===== src/rtl/sym_corr_pkg.sv =====
package sym_corr_pkg;

  localparam int SYM_W     = 9;
  localparam int POS_W     = 9;
  localparam int POS_LSB   = 16;
  localparam int MASK_LSB  = 0;
  localparam int OFF_W     = 3;
  localparam int PAIR_W    = 16;
  localparam int CNT_MSB   = 31;
  localparam int CNT_LSB   = 29;
  localparam int UNCOR_BIT = 1;
  localparam int ERR_BIT   = 0;

  typedef enum logic [2:0] {
    ST_IDLE,
    ST_SCAN,
    ST_RD_LO,
    ST_RD_HI,
    ST_MERGE,
    ST_WR_LO,
    ST_WR_HI,
    ST_FIN
  } corr_state_e;

  typedef struct packed {
    logic             hit;
    logic             pair_ok;
    logic [POS_W:0]   addr;
    logic [OFF_W-1:0] off;
    logic [SYM_W-1:0] mask;
  } loc_t;

endpackage


===== src/rtl/sym_corr_rst_sync.sv =====
module sym_corr_rst_sync #(
  parameter int STAGES = 2
) (
  input  logic clk,
  input  logic rst_n,
  output logic rst_sync_n
);

  logic [STAGES-1:0] sync_q;

  always_ff @(posedge clk or negedge rst_n) begin
    if (!rst_n) sync_q <= '0;
    else        sync_q <= {sync_q[STAGES-2:0], 1'b1};
  end

  assign rst_sync_n = sync_q[STAGES-1];

endmodule


===== src/rtl/sym_corr_locate.sv =====
module sym_corr_locate
  import sym_corr_pkg::*;
#(
  parameter int SECTOR_BYTES = 512
) (
  input  logic [31:0] word,
  output loc_t        loc
);

  localparam logic [POS_W:0] LAST = (POS_W+1)'(SECTOR_BYTES - 1);

  logic [POS_W-1:0] pos;
  logic [POS_W-1:0] idx;
  logic [POS_W:0]   addr_ext;
  logic             unused_bits;

  always_comb begin
    pos      = word[POS_LSB +: POS_W];
    idx      = pos - POS_W'(1);
    addr_ext = {1'b0, idx} + {{(OFF_W+1){1'b0}}, idx[POS_W-1:OFF_W]};

    loc.hit     = (pos != '0) && (addr_ext <= LAST);
    loc.pair_ok = (addr_ext < LAST);
    loc.addr    = addr_ext;
    loc.off     = idx[OFF_W-1:0];
    loc.mask    = word[MASK_LSB +: SYM_W];
  end

  assign unused_bits = ^{word[31:POS_LSB+POS_W], word[POS_LSB-1:MASK_LSB+SYM_W]};

endmodule


===== src/rtl/sym_corr_merge.sv =====
module sym_corr_merge
  import sym_corr_pkg::*;
(
  input  logic [7:0]        lo,
  input  logic [7:0]        hi,
  input  logic [SYM_W-1:0]  mask,
  input  logic [OFF_W-1:0]  off,
  output logic [PAIR_W-1:0] pair
);

  logic [PAIR_W-1:0] flip;

  always_comb begin
    flip = {{(PAIR_W-SYM_W){1'b0}}, mask} << off;
    pair = {hi, lo} ^ flip;
  end

endmodule


===== src/rtl/sym_corrector.sv =====
module sym_corrector
  import sym_corr_pkg::*;
#(
  parameter  int SECTOR_BYTES = 512,
  parameter  int NUM_REPORTS  = 4,
  localparam int ADDR_W       = $clog2(SECTOR_BYTES),
  localparam int CNT_W        = $clog2(NUM_REPORTS + 1)
) (
  input  logic                          clk,
  input  logic                          rst_n,
  input  logic                          start,
  input  logic [31:0]                   status,
  input  logic [NUM_REPORTS-1:0][31:0]  reports,
  output logic                          busy,
  output logic                          done,
  output logic                          fail,
  output logic [CNT_W-1:0]              corr_count,
  output logic                          ram_rd_en,
  output logic [ADDR_W-1:0]             ram_rd_addr,
  input  logic [7:0]                    ram_rd_data,
  output logic                          ram_wr_en,
  output logic [ADDR_W-1:0]             ram_wr_addr,
  output logic [7:0]                    ram_wr_data
);

  logic rst_sync_n;

  corr_state_e      state_q, state_d;
  logic [CNT_W-1:0] ptr_q, ptr_d;
  logic [CNT_W-1:0] total_q, total_d;
  logic [CNT_W-1:0] count_q, count_d;
  logic             fail_q, fail_d;
  logic [31:0]      rep_q [NUM_REPORTS];
  logic             cap_en, lo_en, hi_en;
  logic [7:0]       lo_q, hi_q, hi_in;
  logic [31:0]      cur_word;
  loc_t             loc;
  logic [PAIR_W-1:0] merged;
  logic [ADDR_W-1:0] lo_addr, hi_addr;
  logic [2:0]        cnt_field;
  logic              err_flag, uncor_flag;
  logic              unused_top;

  sym_corr_rst_sync #(.STAGES(2)) u_rst_sync (
    .clk        (clk),
    .rst_n      (rst_n),
    .rst_sync_n (rst_sync_n)
  );

  // report slots captured on an accepted start
  for (genvar g = 0; g < NUM_REPORTS; g++) begin : g_slot
    always_ff @(posedge clk or negedge rst_sync_n) begin
      if (!rst_sync_n)  rep_q[g] <= '0;
      else if (cap_en)  rep_q[g] <= reports[g];
    end
  end

  always_comb begin
    cur_word = '0;
    for (int k = 0; k < NUM_REPORTS; k++) begin
      if (ptr_q == CNT_W'(k)) cur_word = rep_q[k];
    end
  end

  sym_corr_locate #(.SECTOR_BYTES(SECTOR_BYTES)) u_locate (
    .word (cur_word),
    .loc  (loc)
  );

  sym_corr_merge u_merge (
    .lo   (lo_q),
    .hi   (hi_q),
    .mask (loc.mask),
    .off  (loc.off),
    .pair (merged)
  );

  assign lo_addr    = loc.addr[ADDR_W-1:0];
  assign hi_addr    = lo_addr + ADDR_W'(1);
  assign hi_in      = loc.pair_ok ? ram_rd_data : 8'h00;
  assign cnt_field  = status[CNT_MSB:CNT_LSB];
  assign err_flag   = status[ERR_BIT];
  assign uncor_flag = status[UNCOR_BIT];
  assign unused_top = ^{status[CNT_LSB-1:UNCOR_BIT+1], loc.addr[POS_W:ADDR_W]};

  // next-state and output decode
  always_comb begin
    state_d     = state_q;
    ptr_d       = ptr_q;
    total_d     = total_q;
    count_d     = count_q;
    fail_d      = fail_q;
    cap_en      = 1'b0;
    lo_en       = 1'b0;
    hi_en       = 1'b0;
    ram_rd_en   = 1'b0;
    ram_rd_addr = lo_addr;
    ram_wr_en   = 1'b0;
    ram_wr_addr = lo_addr;
    ram_wr_data = merged[7:0];

    unique case (state_q)
      ST_IDLE: begin
        if (start) begin
          cap_en  = 1'b1;
          count_d = '0;
          ptr_d   = '0;
          if (!err_flag || uncor_flag) begin
            fail_d  = err_flag & uncor_flag;
            state_d = ST_FIN;
          end else begin
            fail_d  = 1'b0;
            total_d = (int'(cnt_field) > NUM_REPORTS) ? CNT_W'(NUM_REPORTS)
                                                      : CNT_W'(cnt_field);
            state_d = ST_SCAN;
          end
        end
      end
      ST_SCAN: begin
        if (ptr_q >= total_q)  state_d = ST_FIN;
        else if (!loc.hit)     ptr_d   = ptr_q + CNT_W'(1);
        else                   state_d = ST_RD_LO;
      end
      ST_RD_LO: begin
        ram_rd_en = 1'b1;
        state_d   = ST_RD_HI;
      end
      ST_RD_HI: begin
        ram_rd_en   = loc.pair_ok;
        ram_rd_addr = hi_addr;
        lo_en       = 1'b1;
        state_d     = ST_MERGE;
      end
      ST_MERGE: begin
        hi_en   = 1'b1;
        state_d = ST_WR_LO;
      end
      ST_WR_LO: begin
        ram_wr_en = 1'b1;
        if (loc.pair_ok) begin
          state_d = ST_WR_HI;
        end else begin
          count_d = count_q + CNT_W'(1);
          ptr_d   = ptr_q + CNT_W'(1);
          state_d = ST_SCAN;
        end
      end
      ST_WR_HI: begin
        ram_wr_en   = 1'b1;
        ram_wr_addr = hi_addr;
        ram_wr_data = merged[15:8];
        count_d     = count_q + CNT_W'(1);
        ptr_d       = ptr_q + CNT_W'(1);
        state_d     = ST_SCAN;
      end
      ST_FIN: begin
        state_d = ST_IDLE;
      end
      default: state_d = ST_IDLE;
    endcase
  end

  // state registers
  always_ff @(posedge clk or negedge rst_sync_n) begin
    if (!rst_sync_n) begin
      state_q <= ST_IDLE;
      ptr_q   <= '0;
      total_q <= '0;
      count_q <= '0;
      fail_q  <= 1'b0;
    end else begin
      state_q <= state_d;
      ptr_q   <= ptr_d;
      total_q <= total_d;
      count_q <= count_d;
      fail_q  <= fail_d;
    end
  end

  always_ff @(posedge clk or negedge rst_sync_n) begin
    if (!rst_sync_n) begin
      lo_q <= '0;
      hi_q <= '0;
    end else begin
      if (lo_en) lo_q <= ram_rd_data;
      if (hi_en) hi_q <= hi_in;
    end
  end

  assign busy       = (state_q != ST_IDLE);
  assign done       = (state_q == ST_FIN);
  assign fail       = fail_q;
  assign corr_count = count_q;

endmodule


===== config.mk =====
export PLATFORM = sky130hd
export DESIGN_NAME = sym_corrector
export DESIGN_NICKNAME = d
export VERILOG_FILES = /design/src/rtl/sym_corr_pkg.sv /design/src/rtl/sym_corr_rst_sync.sv /design/src/rtl/sym_corr_locate.sv /design/src/rtl/sym_corr_merge.sv /design/src/rtl/sym_corrector.sv
export SDC_FILE = /design/constraint.sdc
export NUM_CORES = 1
export LEC_CHECK = 0
export ABC_AREA = 0
export BUFFER_PORTS_ARGS = -buffer_cell sky130_fd_sc_hd__buf_2
export CAP_MARGIN = 20
export CORE_MARGIN = 3
export CORE_UTILIZATION = 55
export DETAILED_ROUTE_END_ITERATION = 10
export GPL_TIMING_DRIVEN = 0
export PLACE_DENSITY = 0.86
export SLEW_MARGIN = 20
export SYNTH_ARGS = -nofsm -noshare
export SYNTH_HDL_FRONTEND = slang
export SYNTH_SLANG_ARGS = --single-unit

===== constraint.sdc =====
create_clock -name clk -period 16.2 [get_ports clk]
set_clock_uncertainty 0.2 [all_clocks]
set_input_delay 3.24 -clock clk [delete_from_list [all_inputs] [get_ports clk]]
set_output_delay 3.24 -clock clk [all_outputs]
set_load 0.02 [all_outputs]

After elaboration in Yosys (flattened, before gate mapping):

Cells that the tools add are included.

* register bits: 131
* bits of input ports: 171

* $add $sub $neg: 5
* magnitude comparators: 4
* equality and inequality tests: 15
* shifts and indexed selects: 1
* muxes and demuxes: 29
* bitwise operators: 3
* reduce and logical (&&, ||, !) cells: 15

Operators by type and width (number)
* 25-bit 2-to-1 mux: 4
* 3-bit 2-to-1 mux: 11
* 3-bit case mux with 8 select lines: 1
* 9-bit 2-to-1 mux: 2
* 8-bit 2-to-1 mux: 2
* 9-bit by 3-bit left shift with 16-bit output: 1
* 16-bit XOR: 1
* 3-bit by 2-bit equality test with 1-bit output (second input constant): 4
* 3-bit equality test (second input constant): 4
* 3-bit case mux with 4 select lines: 1
* 9-bit by 6-bit adder with 10-bit output: 1
* 10-bit by 9-bit less-or-equal comparator with 1-bit output (second input constant): 1
* 10-bit by 9-bit < comparator with 1-bit output (second input constant): 1
* 9-bit by 1-bit adder with 9-bit output (second input constant): 1
* 3-bit case mux with 3 select lines: 1
* 9-bit nonzero test: 1
* 9-bit by 1-bit subtractor with 9-bit output (second input constant): 1
* 2-bit inequality test (second input constant): 4
* 3-bit by 1-bit adder with 3-bit output (second input constant): 2
* 3-bit by 1-bit equality test with 1-bit output (second input constant): 2
* 3-bit zero test: 2
* 1-bit 2-to-1 mux: 6
* 3-bit AND reduction: 2
* 3-bit nonzero test: 2
* other kinds (13): 14

Longest topological paths before layout:

* word-level depth: 12
* depth in mapped cells: 24

By module:

A second synthesis with hierarchy kept.

* cells, all modules: 810
* area total of the unflattened synthesis: 8907.3 µm²

By module, submodules not included
* sym_corrector: instances 1, cells each 647, area each 7606.0 µm²
* sym_corr_locate: instances 1, cells each 93, area each 686.9 µm²
* sym_corr_merge: instances 1, cells each 67, area each 560.5 µm²
* sym_corr_rst_sync: instances 1, cells each 3, area each 53.8 µm²

Least setup slack after synthesis:

OpenSTA, ideal clock, no wires.

* path type: reg-to-output
* start: register ptr_q[1]
* end: output ram_rd_en
* arrival time: 4.887 ns
* setup slack: 7.873 ns
* stages on the path, launching flop included: 21
* cells stage by stage: dfrtp_1 -> inv_1 -> ha_1 -> buf_2 -> a21oi_1 -> o21ai_0 -> a32oi_1 -> clkbuf_1 -> ha_1 -> xor2_1 -> inv_1 -> ha_1 -> a21oi_1 -> nor2b_1 -> o21a_1 -> or3_1 -> o211ai_2 -> xnor2_2 -> a41o_1 -> buf_2 -> a21oi_1

* longest elaborated chain between the ends: 9
* elaborated cells between the ends (all ways): 12
* classes of those cells: 2 x add/sub; 1 x order compare; 3 x eq/ne; 5 x mux; 1 x reduce/logical

RTL lines
* start, declared: RTL line sym_corrector.sv:29 `logic [CNT_W-1:0] ptr_q, ptr_d;`
* start signal, assigned: RTL line sym_corrector.sv:173 `ptr_q <= ptr_d;`
* 3-bit zero test: RTL line sym_corrector.sv:61 `if (ptr_q == CNT_W'(k)) cur_word = rep_q[k];`
* 25-bit 2-to-1 mux (3 in series): RTL line sym_corrector.sv:61
* 25-bit 2-to-1 mux *: RTL line sym_corrector.sv:61
* 9-bit by 1-bit subtractor with 9-bit output *: RTL line sym_corr_locate.sv:19 `idx = pos - POS_W'(1);`
* 9-bit by 6-bit adder with 10-bit output *: RTL line sym_corr_locate.sv:20 `addr_ext = {1'b0, idx} + {{(OFF_W+1){1'b0}}, idx[POS_W-1:OFF_W]};`
* 10-bit by 9-bit < comparator with 1-bit output *: RTL line sym_corr_locate.sv:23 `loc.pair_ok = (addr_ext < LAST);`
* 1-bit case mux with 2 select lines *: RTL line sym_corrector.sv:102 `unique case (state_q)`
* end, declared: RTL line sym_corrector.sv:18 `output logic ram_rd_en,`

Mark *: on every way between the ends. The rest lies on a longest branch, timed or not.

Final worst setup path:

Same ends and word-level chain as after synthesis.

==> qor.txt <==
synthesized-area fraction occupied by xor and xnor cells: 0.0704
die span in y: 112 um
setup tns final: 0 ns
buffer levels on the longest clock path: 2
number of buffers added to fix hold violations after cts: 0
CP arrival: 6.37 ns
final RePlAce weighted congestion: 0.873
synthesized flop and latch total: 103
source of the worst register-to-register timing path: ptr_q[1]
Die ar.: 12500 sq um
antenna-violating nets left: 0
DP Area: 6960 sq um
initial antenna violation count: 0
initial DRC count: 285
Die W: 112 um
Root Buffer Master: sky130_fd_sc_hd__clkbuf_8
overall global routing resource usage: 0.241
met1 GRT Util: 0.340
portion of netlist area occupied by mux cells: 0.0418
Routed Wire Length: 14.7 mm
count of flip-flops with a built-in enable after synthesis: 0
largest net degree at the start of global routing: 37
synthesis warning total: 0
period utilization: 0.605
commonest cells in the netlist: 300 x sky130_fd_sc_hd__nand2_1, 103 x sky130_fd_sc_hd__dfrtp_1, 50 x sky130_fd_sc_hd__nor2_1
global-route wire length before repair: 24.8 mm
cell types occupying the most area after synthesis: sky130_fd_sc_hd__dfrtp_1 42%, sky130_fd_sc_hd__nand2_1 18%, sky130_fd_sc_hd__xnor2_1 4.0%, sky130_fd_sc_hd__ha_1 3.7%, sky130_fd_sc_hd__mux2i_1 3.3%
count of H-tree levels built during CTS: 3
outcome: completed
Placement Rows: 37
insertion delay of the later-clocked pin in the worst-skew pair: 0.38 ns
most frequently used flop master after synthesis: sky130_fd_sc_hd__dfrtp_1
share of the synthesized area in the top cell type: 0.420
register area: 2580 sq um
layout overhead on the synthesized area: 16.6%
worst min path class: reg -> async
category of the most critical setup path: reg -> out
type of element launching the critical path: flop
nature of the critical path endpoint: output pin
fraction of registers with async set or reset after synthesis: 1.00
CTS tree: done
number of port buffers: 121
io pins: 205
# fillers: 909
routing usage on met2: 0.394
total setup buffers inserted after CTS: 0
reg-to-reg setup timing slack: 9.64 ns
Final Instance Area: 7150 sq um
count of maximum capacitance violations: 0
vias post-DR: 5556
unrepaired setup endpoints after global routing: no
fin. max-slew vios: 0
footprint of the multi-input gates: 3330 sq um
effective utilization at floorplan: 0.579
post-synthesis compound-gate area fraction: 0.118
GRT Residual Overflow: 0
routed vias/inst: 5.30
sequential share of the synthesized area: 0.420
syn_nets: 964
Worst Tran Pin Value: 0.750 ns
post-cts sizing count: 0
clock tree sinks: 103
Final HPWL DP: 11.4 mm
total CTS buffers: 9
most used standard cell by instance count after synthesis: sky130_fd_sc_hd__nand2_1
worst setup slack after layout: 6.39 ns
dominant combinational cell family by area after synthesis: simple AND/OR/NAND/NOR gates
worst-case reg-to-reg path depth: 21
via count of the first global-routing pass: 5252
count of inserted antenna diode cells: 0
FF-to-FF End: ptr_q[2]
total DRC errors in the routed layout: 0
distinct cell type count of the synthesized netlist: 55
endpoint required time on the critical path: 12.76 ns
top cell type by total area after synthesis: sky130_fd_sc_hd__dfrtp_1
wire per inst: 14.0 um
cell area after synthesis: 6140 sq um
share of cells above drive strength 1: 0.171
Max Freq: 102 MHz
detailed-routing iteration count for the pre-antenna-repair pass: 5
Gate Count Post-Synth: 774
shortest period the worst path allows: 9.81 ns
number of nets in the final layout: 1098
clock slew at the register clock pins of the worst setup and hold paths: 0.11 ns
Post-Place Worst Slack: 6.90 ns
adder-cell share of the synthesized area: 0.0400
Synth Area in Simple Gates: 0.273
worst hold margin: 0.0659 ns
post-synthesis average cell area: 7.93 sq um
biggest fanout along the worst timing path: 12
max-slew headroom at the worst pin: 0.494
Core Area: 10600 sq um
Final setup viols: 0
most used routing layer: met2
final-report hold violation count: 0
Global Route met3 Usage: 0.0272
## worst max path at each step
stage	end	cells past startpoint	start
2_1_floorplan	ram_rd_en	20	ptr_q[1]
3_3_place_gp	ram_rd_en	22	ptr_q[1]
4_1_cts	ram_rd_en	22	ptr_q[1]
6_report	ram_rd_en	22	ptr_q[1]
5_1_grt	ram_rd_en	22	ptr_q[1]
3_5_place_dp	ram_rd_en	22	ptr_q[1]
## sequential cells by signal, indices dropped and copies added (netlist names)
name,count
fail,1
state_q,3
corr_count,3
rep_q,72
u_rst_sync.sync_q,2
ptr_q,3
total_q,3
lo_q,8
hi_q,8
## cell type report
class | count | share of cell area
plain buffers | 38 | 0.0210
clock buffers | 9 | 0.0173
clock inverters | 7 | 0.0103
inverters | 20 | 0.0105
multi-input cells | 613 | 0.466
flip-flops and latches | 103 | 0.361
well taps | 136 | 0.0238
repair buffers | 123 | 0.0903
## worst max-delay path, stage by stage (launching register included)
cell,delay (ns)
sky130_fd_sc_hd__dfrtp_1,0.43
sky130_fd_sc_hd__inv_1,0.09
sky130_fd_sc_hd__ha_1,0.26
sky130_fd_sc_hd__buf_2,0.21
sky130_fd_sc_hd__a21oi_1,0.14
sky130_fd_sc_hd__o21ai_0,0.10
sky130_fd_sc_hd__a32oi_1,0.64
sky130_fd_sc_hd__clkbuf_1,0.57
sky130_fd_sc_hd__ha_1,0.36
sky130_fd_sc_hd__xor2_1,0.58
sky130_fd_sc_hd__inv_1,0.24
sky130_fd_sc_hd__ha_1,0.38
sky130_fd_sc_hd__a21oi_1,0.22
sky130_fd_sc_hd__nor2b_1,0.07
sky130_fd_sc_hd__o21a_1,0.18
sky130_fd_sc_hd__nor2_1,0.15
sky130_fd_sc_hd__xnor2_1,0.26
sky130_fd_sc_hd__nand3_1,0.19
sky130_fd_sc_hd__inv_1,0.10
sky130_fd_sc_hd__a41o_1,0.26
sky130_fd_sc_hd__buf_2,0.26
sky130_fd_sc_hd__a21oi_1,0.10
sky130_fd_sc_hd__buf_2,0.18
## metrics by stage
step | instances | util
after detailed placement | 1033 | 0.656
after global placement | 1031 | 0.652
after global routing | 1049 | 0.675
after CTS | 1049 | 0.675
after floorplan | 774 | -
final | 1049 | 0.675
## layer usage
layer  share of wire  wire length, um
met3           0.061              898
met2            0.47             6840
met5               0                0
met4           0.013              195
met1            0.46             6740
## cells by family after synthesis
kind of cell               count (synthesis)
AOI/OAI and AO/OA                        114
xor gates and xnor gates                  46
buffers and inverters                     58
and+or+nand+nor                          409
muxes                                     24
adders and majority gates                 19
DFF                                      103
other                                      1
## layout by cell type (no fill, tap or decap), drive strengths merged, types with 4 or more instances in the layout
master / Yosys / layout
nand2: 300 / 300
and2: 5 / 5
xor2: 16 / 16
nor2: 51 / 51
clkinv: 1 / 6
mux2i: 20 / 20
clkbuf: 29 / 38
buf: 9 / 132
nor2b: 8 / 8
a22oi: 10 / 10
nand3b: 4 / 4
nor3: 4 / 4
xnor2: 29 / 29
dfrtp: 103 / 103
nand2b: 15 / 15
o21ai: 35 / 35
nand4: 4 / 4
a32oi: 7 / 7
a21oi: 35 / 35
inv: 19 / 21
nand3: 10 / 10
ha: 18 / 18
Power is left out: the tool's default activity adds up to more than one toggle a clock period on the data nets, which glitch-free logic cannot reach.
